[src/rtl/dma_run_pkg.sv]
package dma_run_pkg;

  typedef enum logic [1:0] {
    ST_OFF  = 2'd0,
    ST_RUN  = 2'd1,
    ST_HOLD = 2'd2
  } run_state_e;

  localparam logic [1:0] CODE_ERR = 2'd3;
  localparam logic [1:0] CMD_HALT = 2'd1;
  localparam logic [1:0] CMD_STOP = 2'd2;

  typedef struct packed {
    logic loadStart;
    logic advSrc;
  } ptr_cmd_t;

endpackage

[src/rtl/dma_run_fsm.sv]
module dma_run_fsm
  import dma_run_pkg::*;
(
  input  logic       clk,
  input  logic       rstN,
  input  logic       ctrlWr,
  input  logic       ctrlEn,
  input  logic       ctrlCont,
  input  logic       ctrlContAddr,
  input  logic       simpleMode,
  input  logic       dscDone,
  input  logic [1:0] dscCmd,
  input  logic       dscIntr,
  input  logic       fetchErr,
  output ptr_cmd_t   ptrCmd,
  output logic [1:0] stateCode,
  output logic       enOut,
  output logic       contOut,
  output logic       pauseEvt,
  output logic       dmaDoneEvt,
  output logic       srcDoneEvt
);

  run_state_e stateQ, stateD;
  logic errQ, errD;
  logic enQ, enD;
  logic contQ, contD;
  logic pauseD, doneD, srcDoneD;
  logic running;

  assign running = (stateQ == ST_RUN) && !errQ;

  always_comb begin
    stateD   = stateQ;
    errD     = errQ;
    enD      = enQ;
    contD    = contQ;
    pauseD   = 1'b0;
    doneD    = 1'b0;
    srcDoneD = 1'b0;
    ptrCmd   = '0;
    if (ctrlWr) begin
      enD   = ctrlEn;
      contD = ctrlCont;
      if (ctrlEn) begin
        errD = 1'b0;
        if (stateQ == ST_HOLD && ctrlCont) begin
          if (ctrlContAddr) begin
            ptrCmd.loadStart = 1'b1;
          end else begin
            ptrCmd.advSrc = 1'b1;
          end
          contD  = 1'b0;
          stateD = ST_RUN;
        end else if (stateQ == ST_OFF) begin
          ptrCmd.loadStart = 1'b1;
          stateD = ST_RUN;
        end
      end else if (stateQ == ST_HOLD && ctrlCont) begin
        stateD = ST_OFF;
      end
    end else if (running) begin
      if (fetchErr) begin
        errD   = 1'b1;
        stateD = ST_OFF;
      end else if (dscDone) begin
        doneD    = 1'b1;
        srcDoneD = dscIntr;
        if (simpleMode || dscCmd == CMD_STOP) begin
          enD    = 1'b0;
          stateD = ST_OFF;
        end else if (dscCmd == CMD_HALT) begin
          stateD = ST_HOLD;
          pauseD = 1'b1;
        end else begin
          ptrCmd.advSrc = 1'b1;
        end
      end
    end
  end

  always_ff @(posedge clk) begin
    if (!rstN) begin
      stateQ     <= ST_OFF;
      errQ       <= 1'b0;
      enQ        <= 1'b0;
      contQ      <= 1'b0;
      pauseEvt   <= 1'b0;
      dmaDoneEvt <= 1'b0;
      srcDoneEvt <= 1'b0;
    end else begin
      stateQ     <= stateD;
      errQ       <= errD;
      enQ        <= enD;
      contQ      <= contD;
      pauseEvt   <= pauseD;
      dmaDoneEvt <= doneD;
      srcDoneEvt <= srcDoneD;
    end
  end

  assign stateCode = errQ ? CODE_ERR : stateQ;
  assign enOut     = enQ;
  assign contOut   = contQ;

endmodule

[src/rtl/dma_run_ptrs.sv]
module dma_run_ptrs
  import dma_run_pkg::*;
#(
  parameter int ADDR_W    = 32,
  parameter int DSC_BYTES = 16
) (
  input  logic              clk,
  input  logic              rstN,
  input  ptr_cmd_t          ptrCmd,
  input  logic [ADDR_W-1:0] srcStart,
  input  logic [ADDR_W-1:0] dstStart,
  output logic [ADDR_W-1:0] srcCurPtr,
  output logic [ADDR_W-1:0] dstCurPtr
);

  localparam logic [ADDR_W-1:0] STEP = ADDR_W'(DSC_BYTES);

  logic [ADDR_W-1:0] srcQ, dstQ;

  always_ff @(posedge clk) begin
    if (!rstN) begin
      srcQ <= '0;
      dstQ <= '0;
    end else if (ptrCmd.loadStart) begin
      srcQ <= srcStart;
      dstQ <= dstStart;
    end else if (ptrCmd.advSrc) begin
      srcQ <= srcQ + STEP;
    end
  end

  assign srcCurPtr = srcQ;
  assign dstCurPtr = dstQ;

endmodule

[src/rtl/dma_run_ctrl.sv]
module dma_run_ctrl
  import dma_run_pkg::*;
#(
  parameter int ADDR_W    = 32,
  parameter int DSC_BYTES = 16
) (
  input  logic              clk,
  input  logic              rstN,
  input  logic              ctrlWr,
  input  logic              ctrlEn,
  input  logic              ctrlCont,
  input  logic              ctrlContAddr,
  input  logic              simpleMode,
  input  logic              dscDone,
  input  logic [1:0]        dscCmd,
  input  logic              dscIntr,
  input  logic              fetchErr,
  input  logic [ADDR_W-1:0] srcStart,
  input  logic [ADDR_W-1:0] dstStart,
  output logic [1:0]        stateCode,
  output logic              enOut,
  output logic              contOut,
  output logic              pauseEvt,
  output logic              dmaDoneEvt,
  output logic              srcDoneEvt,
  output logic [ADDR_W-1:0] srcCurPtr,
  output logic [ADDR_W-1:0] dstCurPtr
);

  ptr_cmd_t ptrCmd;

  dma_run_fsm u_fsm (
    .clk         (clk),
    .rstN        (rstN),
    .ctrlWr      (ctrlWr),
    .ctrlEn      (ctrlEn),
    .ctrlCont    (ctrlCont),
    .ctrlContAddr(ctrlContAddr),
    .simpleMode  (simpleMode),
    .dscDone     (dscDone),
    .dscCmd      (dscCmd),
    .dscIntr     (dscIntr),
    .fetchErr    (fetchErr),
    .ptrCmd      (ptrCmd),
    .stateCode   (stateCode),
    .enOut       (enOut),
    .contOut     (contOut),
    .pauseEvt    (pauseEvt),
    .dmaDoneEvt  (dmaDoneEvt),
    .srcDoneEvt  (srcDoneEvt)
  );

  dma_run_ptrs #(
    .ADDR_W   (ADDR_W),
    .DSC_BYTES(DSC_BYTES)
  ) u_ptrs (
    .clk      (clk),
    .rstN     (rstN),
    .ptrCmd   (ptrCmd),
    .srcStart (srcStart),
    .dstStart (dstStart),
    .srcCurPtr(srcCurPtr),
    .dstCurPtr(dstCurPtr)
  );

endmodule

[config.mk]
export PLATFORM = sky130hd
export DESIGN_NAME = dma_run_ctrl
export DESIGN_NICKNAME = d
export VERILOG_FILES = /design/src/rtl/dma_run_pkg.sv /design/src/rtl/dma_run_fsm.sv /design/src/rtl/dma_run_ptrs.sv /design/src/rtl/dma_run_ctrl.sv
export SDC_FILE = /design/constraint.sdc
export NUM_CORES = 1
export LEC_CHECK = 0
export ABC_AREA = 1
export BUFFER_PORTS_ARGS = -buffer_cell sky130_fd_sc_hd__buf_2
export CAP_MARGIN = 25
export CORE_ASPECT_RATIO = 0.7
export CORE_MARGIN = 2
export CORE_UTILIZATION = 40
export DETAILED_ROUTE_END_ITERATION = 7
export HOLD_SLACK_MARGIN = 0.1
export PLACE_DENSITY = 0.83
export SLEW_MARGIN = 30
export SYNTH_ARGS = -nofsm -noshare
export SYNTH_HDL_FRONTEND = slang
export SYNTH_SLANG_ARGS = --single-unit
[constraint.sdc]
create_clock -name clk -period 1.5 [get_ports clk]
set_input_delay 0.3 -clock clk [delete_from_list [all_inputs] [get_ports clk]]
set_output_delay 0.3 -clock clk [all_outputs]
set_load 0.005 [all_outputs]
* Word level (Yosys, flattened, before mapping)
Index checks and enable logic that the tools add are counted.
** Storage, ports and cells
- Flip-flop bits (word level) :: 72
- Input port bits :: 76
- Output and inout bits :: 71
** Operators by class
- $add $sub $neg :: 1
- Equal/unequal tests :: 8
- Mux-type cells :: 39
- Bitwise operators :: 3
- Reduce and logical (&&, ||, !) cells :: 18
** Operators with widths (number)
- $mux W32 :: 2
- $add A32 B5 Y32 const B :: 1
- $mux W1 :: 25
- $mux W2 :: 12
- $reduce_bool A2 Y1 :: 5
- $ne A3 B1 Y1 const B :: 2
- $reduce_or A6 Y1 :: 1
- $reduce_and A5 Y1 :: 1
- $reduce_or A5 Y1 :: 1
- $eq A2 B1 Y1 const B :: 2
- $eq A2 B2 Y1 const B :: 2
- $reduce_and A4 Y1 :: 1
- $reduce_bool A4 Y1 :: 1
- $reduce_or A4 Y1 :: 1
- $not A1 Y1 :: 3
- $reduce_and A3 Y1 :: 1
- $reduce_bool A3 Y1 :: 1
- $logic_and A1 B1 Y1 :: 2
- $logic_not A2 Y1 :: 1
- $ne A2 B1 Y1 const B :: 1
- $ne A2 B2 Y1 const B :: 1
- $logic_not A1 Y1 :: 1
- $logic_or A1 B1 Y1 :: 1

* Depth between registers and ports, before layout
Gate-level depths: netlist (run 1).
- Depth in word-level cells :: 9
- Mapped depth :: 11
- Gate-level depth less buffers :: 10

* By module
Synthesis (run 1) repeated with hierarchy kept, for this count alone.
** Unflattened totals
- Cells, all modules :: 515
- Area total of the unflattened synthesis :: 3589.7 um^2
** Modules (own cells, without submodules)
- dma_run_ptrs :: times used 1, cells each 448, area each 3108.0 um^2
- dma_run_fsm :: times used 1, cells each 67, area each 481.7 um^2

* Worst setup path before layout (run 1)
Ideal clock, no wire load.
- Kind :: register -> register
- Start point :: register u_ptrs.srcQ[4] (netlist: u_ptrs.srcCurPtr[4])
- End point :: register u_ptrs.srcQ[28] (netlist: u_ptrs.srcCurPtr[28])
- Arrival :: 1370 ps
- Slack :: -4 ps
- Stages on the path, launching flop included :: 11
- Cell sequence :: dfxtp_1 > ha_1 > inv_1 > nor2_4 > nand2_1 > nor2_2 > nand2_1 > nand2_1 > nand3_1 > nand2_1 > a21oi_2
** On the way
- Cells in the longest elaborated chain, start to end :: 3
** RTL lines
- start, declared :: line dma_run_ptrs.sv:18 : logic [ADDR_W-1:0] srcQ, dstQ;
- start signal, assigned :: line dma_run_ptrs.sv:25 : srcQ <= srcStart;
- start signal, assigned :: line dma_run_ptrs.sv:28 : srcQ <= srcQ + STEP;
- $add A32 B5 Y32 :: line dma_run_ptrs.sv:28
- $mux W32 :: line dma_run_ptrs.sv:27 : end else if (ptrCmd.advSrc) begin
- $mux W32 :: line dma_run_ptrs.sv:24 : end else if (ptrCmd.loadStart) begin
No other way between the ends. The select of a mux whose other input is x is not followed.
A chain may end at the register's enable or synchronous reset.

* Worst setup path in the final report (run 1)
- Start point :: register u_ptrs.srcQ[4] (netlist: u_ptrs.srcCurPtr[4])
- End point :: register u_ptrs.srcQ[22] (netlist: u_ptrs.srcCurPtr[22])
Same word-level chain as after synthesis.

==> results of run 1 <==
[final cells by class]
type	count	area [µm²]
multi-input cells	439	2074
clock inverters	6	116.4
fillers	820	3595
repair buffers	202	1250
clock buffers	10	229.0
well taps	124	155.1
flip-flops and latches	72	1471
inverters	37	143.9
[worst max-delay path by stage]
stage | from | end | slack [ns] | cells after the start
2_1_floorplan | u_ptrs.srcCurPtr[5] | u_ptrs.srcCurPtr[28] | 0.004 | 10
3_3_place_gp | u_ptrs.srcCurPtr[4] | u_ptrs.srcCurPtr[22] | 0.04 | 9
3_5_place_dp | u_ptrs.srcCurPtr[4] | u_ptrs.srcCurPtr[22] | -0.002 | 9
4_1_cts | u_ptrs.srcCurPtr[4] | u_ptrs.srcCurPtr[22] | 0.03 | 9
5_1_grt | u_ptrs.srcCurPtr[4] | u_ptrs.srcCurPtr[22] | -0.06 | 10
6_report | u_ptrs.srcCurPtr[4] | u_ptrs.srcCurPtr[22] | 0.03 | 9
[power breakdown]
group / internal [mW] / leakage (nW) / total (mW) / switching, mW
Combinational: 0.378 / 1.69 / 0.785 / 0.408
Sequential: 2.02 / 0.598 / 2.10 / 0.0746
Clock: 1.64 / 0.167 / 2.47 / 0.830
[logic make-up after synthesis]
kind of cell,count (synthesis)
simple gates,337
compound gates,95
flops,72
buf+inv,63
xor+xnor,6
fa+ha+maj,1
[timing repair]
action / CTS / global route
gates resized for setup: 1 / 57
buffers inserted: 0 / 5
pin swaps: 0 / 7
endpoints found under the setup margin: 3 / 64
[metal layers]
metal / global-route usage (%) / vias up / share of wire (%)
met3: 6.522 / 14 / 9.3
met2: 32.60 / 196 / 43
met5: 0 / - / 0
met1: 29.53 / 1917 / 47
li1: - / 2207 / -
met4: 6.061 / 0 / 0.84
[metrics by stage]
stage	hold slack (ns)	worst slack, ns	instances
floorplan	0.3770	0.004228	574
finish	0.1548	0.02877	890
global route	0.1388	-0.06103	890
global placement	0.4583	0.04079	869
detailed placement	0.4658	-0.002282	869
CTS	0.1429	0.02604	885
[flip-flops by register name (all words and copies together), names as in the netlist]
register / cells
u_fsm.contOut: 1
u_fsm.dmaDoneEvt: 1
u_fsm.enOut: 1
u_fsm.errQ: 1
u_fsm.pauseEvt: 1
u_fsm.srcDoneEvt: 1
u_fsm.stateQ: 2
u_ptrs.dstCurPtr: 32
u_ptrs.srcCurPtr: 32
[layout by cell type, fill, tap and decap left out, types with 2 or more instances in the layout]
cell / synthesis / routed
xnor2_1: 4 / 4
clkbuf_16: 0 / 9
inv_1: 33 / 31
a31oi_1: 8 / 8
o21ai_0: 47 / 45
buf_2: 6 / 146
nand3b_1: 4 / 4
inv_2: 3 / 3
nand3_1: 30 / 29
clkinv_4: 0 / 2
inv_4: 0 / 2
nand2_2: 2 / 5
buf_4: 5 / 47
a21oi_2: 3 / 7
nor2_4: 3 / 6
buf_12: 0 / 7
dfxtp_4: 0 / 4
bufinv_16: 0 / 3
nand4_1: 2 / 2
nand3_2: 1 / 2
dfxtp_1: 72 / 56
xor2_1: 2 / 2
dfxtp_2: 0 / 12
nor3_1: 2 / 2
nand2_1: 147 / 144
o21ai_1: 10 / 12
nor2_1: 135 / 119
nor2_2: 7 / 20
a21oi_1: 22 / 18
==> flow_summary_export.csv, run 1 <==
group,metric,value,unit
sta,finalHoldViolCount,0,
global_routing,antenna_found_initial,0,
pwr,power,5.351,mW
synth,async_reset_ff_share,0,%
synth,synth_compound_area_share,13.94,%
clocking,clockBufferDepth,2,
sta,setup_tns,0,ns
synth,netlist_instances,574,
global_routing,grt_max_degree,42,
synth,yosysWarningCount,0,
cells_and_area,syn2layout_area_growth,47.09,%
critical_path,r2r_setup_slack,0.03,ns
synth,ys_seq_area_share,38.97,%
floorplan,rows,29,
synth,synth-edff-count,0,
pwr,vdd_drop_max,494.1,µV
drt,drt_wl_total,11.05,mm
placed_design,hpwlAfterDp,7.985,mm
floorplan,die_area,10040,µm²
drt,drtIter0Drc,266,
drt,viasPerCell,4.870,
cells_and_area,final_cell_area,5440,µm²
critical_path,crit_path_start_kind,"flip-flop",
global_routing,grt_use_total,21.47,%
floorplan,fp.dieW,118.9,µm
sta,rsz0062_at_grt,"true",
critical_path,rr_endpoint,"u_ptrs.srcCurPtr[22]",
synth,ys_ff_latch,72,
sta,relSlewSlack,82.15,%
drt,ant_nets,0,
global_routing,grt_pass1_vias,3749,
floorplan,die_height,84.45,µm
hold_path,min_path_cells,2,
placed_design,placed_area,4911,µm²
placed_design,gp_congestion,0.9343,
sta,min_period_over_period,98.08,%
synth,ys_types,36,
synth,synth_top_area_share,38.97,%
synth,synth-xor-area-share,1.421,%
sta,worst_pin_slew,0.2678,ns
clocking,clockRootBuffer,"clkbuf_16",
hold_path,hold_end,"u_fsm.pauseEvt",
synth,synth_nets,651,
floorplan,ios,147,
critical_path,worstPathCellList,"ha_4, inv_4, nor2_4, buf_6, nand3b_1, o21ai_1, nand3_1, nand2_1, a21oi_2",
clocking,cts-htree-levels,3,
placed_design,place.port_buffers,146,
critical_path,cp-end-kind,"flip-flop",
synth,synth_top_family_by_area,"simple AND/OR/NAND/NOR gates",
cells_and_area,diodes,0,
critical_path,reg2regPathDepth,9,
clocking,hold_buffers,0,
synth,synth_top_area_cell,"dfxtp_1",
sta,max_freq,679.7,MHz
synth,synth_ff_type,"dfxtp_1",
drt,drt_pass1_iterations,5,
synth,syn_area,3699,µm²
clocking,clk_latency,0.33,ns
sta,min_period,1.471,ns
synth,synth-simple-area-share,37.62,%
floorplan,core_area,9035,µm²
sta,fin_skew,0.004852,ns
sta,setup_violations,0,
outcome,status,"completed",
synth,synth_commonest_cells,"147 x nand2_1, 135 x nor2_1, 72 x dfxtp_1, 47 x o21ai_0, 33 x inv_1",
critical_path,r2r-start,"u_ptrs.srcCurPtr[4]",
critical_path,crit_slowest_cell,"dfxtp_4",
critical_path,path_delay_family,"simple AND/OR/NAND/NOR gates",
synth,syn_area_per_cell,6.443,µm²
job,cap_viol_max_count,0,
synth,yosysMostFrequentCell,"nand2_1",
critical_path,crit_fanout,4,
critical_path,cp_slowest_stage_delay,0.37,ns
synth,synth_adder_area_share,0.3383,%
floorplan,initial_core_util,40.94,%
critical_path,crit_buf_inv,2,
pwr,power.density,983.6,nW/µm²
critical_path,crit_required,1.73,ns
clocking,tritoncts,"built",
drt,remaining_drc_errors,0,
global_routing,overflow,0,
global_routing,grt_pass1_wl,17.60,mm
hold_path,hold_start,"simpleMode",
drt,post_drt_wl_per_cell,12.41,µm
synth,synth.area.mux_share,0,%
synth,synth.area.top_cells,"dfxtp_1 39%, nand2_1 15%, nor2_1 14%",
critical_path,cp.arrival,1.70,ns
cells_and_area,post-route-util,60.21,%
pwr,p_leak,2.455,nW
cells_and_area,fin_nets,838,
sta,drv_slew,0,
hold_path,min_path_type,"in2reg",
critical_path,criticalPathCategory,"reg2reg",
clocking,clkTransAtPathRegs,0.06,ns
clocking,numCtsBuffers,9,
cells_and_area,drive_gt1_share,36.81,%
drt,via_count,4334,
clocking,cts_sinks,72,
(Power assumes the default switching activity.)
==> inputs of run 2 (changes only) <==
--- a/config.mk
+++ b/config.mk
@@ -6,7 +6,7 @@
 export NUM_CORES = 1
 export LEC_CHECK = 0
 export ABC_AREA = 1
-export BUFFER_PORTS_ARGS = -buffer_cell sky130_fd_sc_hd__buf_2
+export BUFFER_PORTS_ARGS = -buffer_cell sky130_fd_sc_hd__clkbuf_2
 export CAP_MARGIN = 25
 export CORE_ASPECT_RATIO = 0.7
 export CORE_MARGIN = 2
==> flow_summary_export.csv, run 2 (synthesis results as in run 1) <==
group,metric,value,unit
clocking,clockBufferDepth,2,
sta,setup_slack,-0.02346,ns
cells_and_area,diodes,0,
clocking,tritoncts,"built",
critical_path,crit_path_start_kind,"flip-flop",
placed_design,pre_cts_ws,-0.03581,ns
cells_and_area,syn2layout_area_growth,45.16,%
floorplan,die_area,10040,µm²
clocking,clkTransAtPathRegs,0.06,ns
cells_and_area,layout_commonest_cell,"clkbuf_2",
sta,rsz0062_at_grt,"true",
critical_path,crit_required,1.76,ns
cells_and_area,num-fill-cells,824,
critical_path,rr_endpoint,"u_ptrs.srcCurPtr[27]",
clocking,numCtsBuffers,9,
hold_path,hold_start,"simpleMode",
clocking,cts_sinks,72,
global_routing,grt_pass1_vias,3884,
cells_and_area,fin_nets,843,
sta,drv_slew,0,
global_routing,met3_usage,5.435,%
cells_and_area,stdcell_count,894,
critical_path,reg2regPathDepth,8,
global_routing,overflow,0,
floorplan,rows,29,
clocking,hold_buffers,0,
global_routing,antenna_found_initial,0,
sta,max_freq,656.4,MHz
global_routing,grt_pass1_wl,18.59,mm
global_routing,grt_max_degree,37,
placed_design,gp_congestion,0.9452,
placed_design,placed_area,4873,µm²
job,cap_viol_max_count,0,
floorplan,core_area,9035,µm²
sta,setup_tns,-0.02346,ns
critical_path,r2r_setup_slack,-0.02,ns
drt,remaining_drc_errors,0,
floorplan,initial_core_util,40.94,%
cells_and_area,final_cell_area,5369,µm²
sta,finalHoldViolCount,0,
sta,relSlewSlack,80.51,%
critical_path,cp-end-kind,"flip-flop",
critical_path,cp_slowest_stage_delay,0.39,ns
sta,min_period_over_period,101.6,%
global_routing,top_usage_layer,"met2",
floorplan,fp.dieW,118.9,µm
pwr,vdd_drop_max,490.5,µV
placed_design,place.port_buffers,146,
critical_path,path_delay_family,"simple AND/OR/NAND/NOR gates",
hold_path,min_path_type,"in2reg",
outcome,status,"finished with violations",
critical_path,criticalPathCategory,"reg2reg",
pwr,power,5.015,mW
hold_path,hold_end,"u_fsm.pauseEvt",
drt,via_count,4440,
cells_and_area,post-route-util,59.42,%
pwr,power.density,934.1,nW/µm²
drt,post_drt_wl_per_cell,13.17,µm
global_routing,grt_use_met1,32.36,%
hold_path,min_path_cells,2,
critical_path,crit_fanout,5,
sta,holdWs,0.1484,ns
clocking,cts-htree-levels,3,
sta,setup_violations,1,
sta,worst_pin_slew,0.2924,ns
drt,ant_nets,0,
outcome,violations,"negative setup slack",
critical_path,cp.arrival,1.79,ns
floorplan,die_height,84.45,µm
pwr,p_leak,2.414,nW
clocking,clk_latency,0.34,ns
placed_design,place_inst,869,
placed_design,hpwlAfterDp,8.519,mm
drt,drt_wl_total,11.77,mm
cells_and_area,final_cell_mix,"146 x clkbuf_2, 142 x nand2_1, 117 x nor2_1",
clocking,clockRootBuffer,"clkbuf_16",
critical_path,r2r-start,"u_ptrs.srcCurPtr[13]",
cells_and_area,drive_gt1_share,37.14,%
drt,drtIter0Drc,363,
critical_path,cp_common_cell,"nand2_1",
sta,fin_skew,0.006891,ns
sta,min_period,1.523,ns
floorplan,ios,147,
drt,drt_pass1_iterations,5,
global_routing,grt_use_total,22.81,%
global_routing,met2_usage,34.64,%
critical_path,worstPathCellList,"nand2_1, nor2_2, nand2_1, nor2_1, nand3_1, nand3_1, nand2_1, a21oi_2",
critical_path,crit_slowest_cell,"dfxtp_2",
drt,viasPerCell,4.966,
critical_path,crit_buf_inv,0,
==> run 2: cell count changes in the layout (fill, tap and decap cells not counted), moves of 3 or more <==
cell / delta
buf_2: -146
clkbuf_2: +146
buf_4: +6
a21oi_1: +4
a21oi_2: -4
dfxtp_2: +4
dfxtp_4: -4
nor2_2: +4
buf_12: -3
clkinv_2: +3
==> run 2: layer usage <==
layer / part of all wire (%) / vias to the layer above / routed length (µm)
li1: - / 2214 / -
met1: 46 / 1965 / 5402
met2: 43 / 246 / 5109
met3: 9.5 / 15 / 1113
met4: 1.3 / 0 / 148
met5: 0 / - / 0
==> run 2: worst max path at each step <==
stage	startpoint	end	slack [ns]	cells after the start
detailed placement	u_ptrs.srcCurPtr[13]	u_ptrs.srcCurPtr[19]	-0.04	8
global route	u_ptrs.srcCurPtr[14]	u_ptrs.srcCurPtr[26]	-0.11	10
CTS	u_ptrs.srcCurPtr[13]	u_ptrs.srcCurPtr[19]	0.003	8
global placement	u_ptrs.srcCurPtr[13]	u_ptrs.srcCurPtr[15]	-0.04	8
floorplan	u_ptrs.srcCurPtr[5]	u_ptrs.srcCurPtr[28]	0.004	10
finish	u_ptrs.srcCurPtr[13]	u_ptrs.srcCurPtr[27]	-0.02	8
==> run 2: power by group <==
group	internal, mW	leakage [nW]	switching (mW)	total, mW
logic	0.379	1.68	0.423	0.802
clock network	1.27	0.141	0.839	2.11
registers	2.03	0.597	0.0743	2.10
==> run 2: what timing repair did <==
action | 4_1_cts | 5_1_grt
endpoints found under the setup margin | 5 | 42
gates cloned | 0 | 1
gates resized for setup | 1 | 52
pin swaps | 0 | 8
buffers inserted | 0 | 9
==> run 2: area by class of cell <==
class / count / area (µm²) / share of cell area, %
Inverter: 37 / 146.4 / 2.727
Clock buffer: 9 / 225.2 / 4.195
Timing Repair Buffer: 207 / 1275 / 23.75
Tap cell: 124 / 155.1 / 2.890
Clock inverter: 6 / 61.31 / 1.142
Sequential cell: 72 / 1461 / 27.22
Multi-Input combinational cell: 439 / 2044 / 38.08
==> inputs of run 3 (changes only) <==
--- a/config.mk
+++ b/config.mk
@@ -11,6 +11,7 @@
 export CORE_ASPECT_RATIO = 0.7
 export CORE_MARGIN = 2
 export CORE_UTILIZATION = 40
+export CTS_BUF_LIST = sky130_fd_sc_hd__clkbuf_2
 export DETAILED_ROUTE_END_ITERATION = 7
 export HOLD_SLACK_MARGIN = 0.1
 export PLACE_DENSITY = 0.83
==> flow_summary_export.csv, run 3 (synthesis results as in run 1) <==
group,metric,value,unit
outcome,status,"finished with violations",
outcome,violations,"negative setup slack",
drt,post_drt_wl_per_cell,14.39,µm
pwr,p_leak,2.737,nW
critical_path,cp.arrival,1.99,ns
clocking,clkTransAtPathRegs,0.22,ns
sta,setup_violations,3,
clocking,tritoncts,"built",
floorplan,core_area,9035,µm²
drt,ant_nets,0,
global_routing,antenna_found_initial,0,
global_routing,grt_pass1_wl,20.93,mm
clocking,cts_sinks,72,
drt,via_count,4860,
placed_design,place.port_buffers,146,
sta,min_period,1.512,ns
drt,drt_wl_total,13.98,mm
global_routing,grt_max_degree,37,
drt,remaining_drc_errors,0,
sta,worst_pin_slew,0.3124,ns
sta,max_freq,661.4,MHz
placed_design,gp_congestion,0.9452,
floorplan,initial_core_util,40.94,%
clocking,numCtsBuffers,9,
cells_and_area,num-fill-cells,708,
drt,drtIter0Drc,460,
global_routing,overflow,0,
critical_path,crit_path_start_kind,"flip-flop",
placed_design,pre_cts_ws,-0.03581,ns
sta,fin_skew,0.03470,ns
drt,drt_pass1_iterations,5,
sta,rsz0062_at_grt,"true",
cells_and_area,layout_commonest_cell,"clkbuf_2",
sta,relSlewSlack,79.17,%
sta,setup_tns,-0.02441,ns
floorplan,ios,147,
clocking,clockBufferDepth,2,
pwr,power,4.245,mW
placed_design,hpwlAfterDp,8.519,mm
job,cap_viol_max_count,0,
cells_and_area,drive_gt1_share,37.50,%
critical_path,criticalPathCategory,"reg2reg",
cells_and_area,syn2layout_area_growth,67.46,%
cells_and_area,multi_input_area,2072,µm²
critical_path,crit_fanout,3,
sta,drv_slew,0,
pwr,power.density,685.4,nW/µm²
cells_and_area,final_cell_area,6193,µm²
floorplan,die_height,84.45,µm
critical_path,cp-end-kind,"flip-flop",
pwr,vdd_drop_max,412.7,µV
clocking,cts-htree-levels,3,
sta,min_period_over_period,100.8,%
sta,setup_slack,-0.01191,ns
cells_and_area,fin_nets,921,
cells_and_area,regArea,1506,µm²
global_routing,grt_use_total,25.78,%
floorplan,rows,29,
floorplan,fp.dieW,118.9,µm
global_routing,grt_pass1_vias,4320,
clocking,clockRootBuffer,"clkbuf_2",
clocking,clk_latency,0.55,ns
hold_path,min_path_type,"in2reg",
placed_design,placed_area,4873,µm²
cells_and_area,diodes,0,
cells_and_area,final_cell_mix,"140 x clkbuf_2, 139 x nand2_1, 116 x nor2_1",
floorplan,die_area,10040,µm²
critical_path,crit_required,1.98,ns
sta,finalHoldViolCount,0,
drt,viasPerCell,5.000,
run 3: timing repair:
action | 4_1_cts | 5_1_grt
hold buffers | 65 | 3
endpoints found under the hold margin | 62 | 3
endpoints found under the setup margin | 27 | 55
cloned | 0 | 2
pin swaps | 0 | 15
buffers inserted | 0 | 23
gates resized for setup | 23 | 97
run 3: area by class of cell:
type / count / share of cell area, %
repair buffers: 285 / 35.56
multi-input cells: 439 / 33.45
flip-flops and latches: 72 / 24.32
well taps: 124 / 2.505
inverters: 37 / 2.444
clock inverters: 6 / 0.9899
clock buffers: 9 / 0.7273
run 3: through the flow:
step / utilization (%) / hold slack [ns] / cells
2_1_floorplan: - / 0.3770 / 574
3_3_place_gp: 53.94 / 0.4605 / 869
3_5_place_dp: 53.94 / 0.4714 / 869
4_1_cts: 62.50 / 0.1043 / 947
5_1_grt: 68.55 / 0.1067 / 972
6_report: 68.55 / 0.1413 / 972
run 3: routing by layer:
metal  up-vias  track usage, %  wire [µm]
li1       2378               -          -
met1      2214           33.51       6078
met2       241           42.69       6405
met4         0           4.870        209
met3        27           7.948       1290
met5         -               0          0
run 3: report_power, final:
part           switching (mW)  internal [mW]  total (mW)
Combinational           0.481          0.549        1.03
Sequential             0.0894           2.02        2.11
Clock                   0.737          0.369        1.11
Total                    1.31           2.94        4.24
run 3: final timing paths:
| kind | startpoint | endpoint | slack (ns) | cells past startpoint |
|---|---|---|---|---|
| max | u_ptrs.srcCurPtr[4] | u_ptrs.srcCurPtr[17] | -0.01 | 10 |
| min | srcStart[28] | u_ptrs.srcCurPtr[28] | 0.14 | 5 |
| max reg2reg | u_ptrs.srcCurPtr[4] | u_ptrs.srcCurPtr[17] | -0.01 | 10 |
| min reg2reg | u_ptrs.dstCurPtr[26] | u_ptrs.dstCurPtr[26] | 0.50 | 2 |
run 3: worst max-delay path: stages, from the launching register on:
cell	delay, ns
dfxtp_2	0.40
inv_1	0.09
nor2_4	0.14
nand2_2	0.08
nor2_2	0.18
buf_4	0.15
buf_4	0.09
nand3_1	0.06
nand2_1	0.06
nand2_1	0.05
a21oi_1	0.15
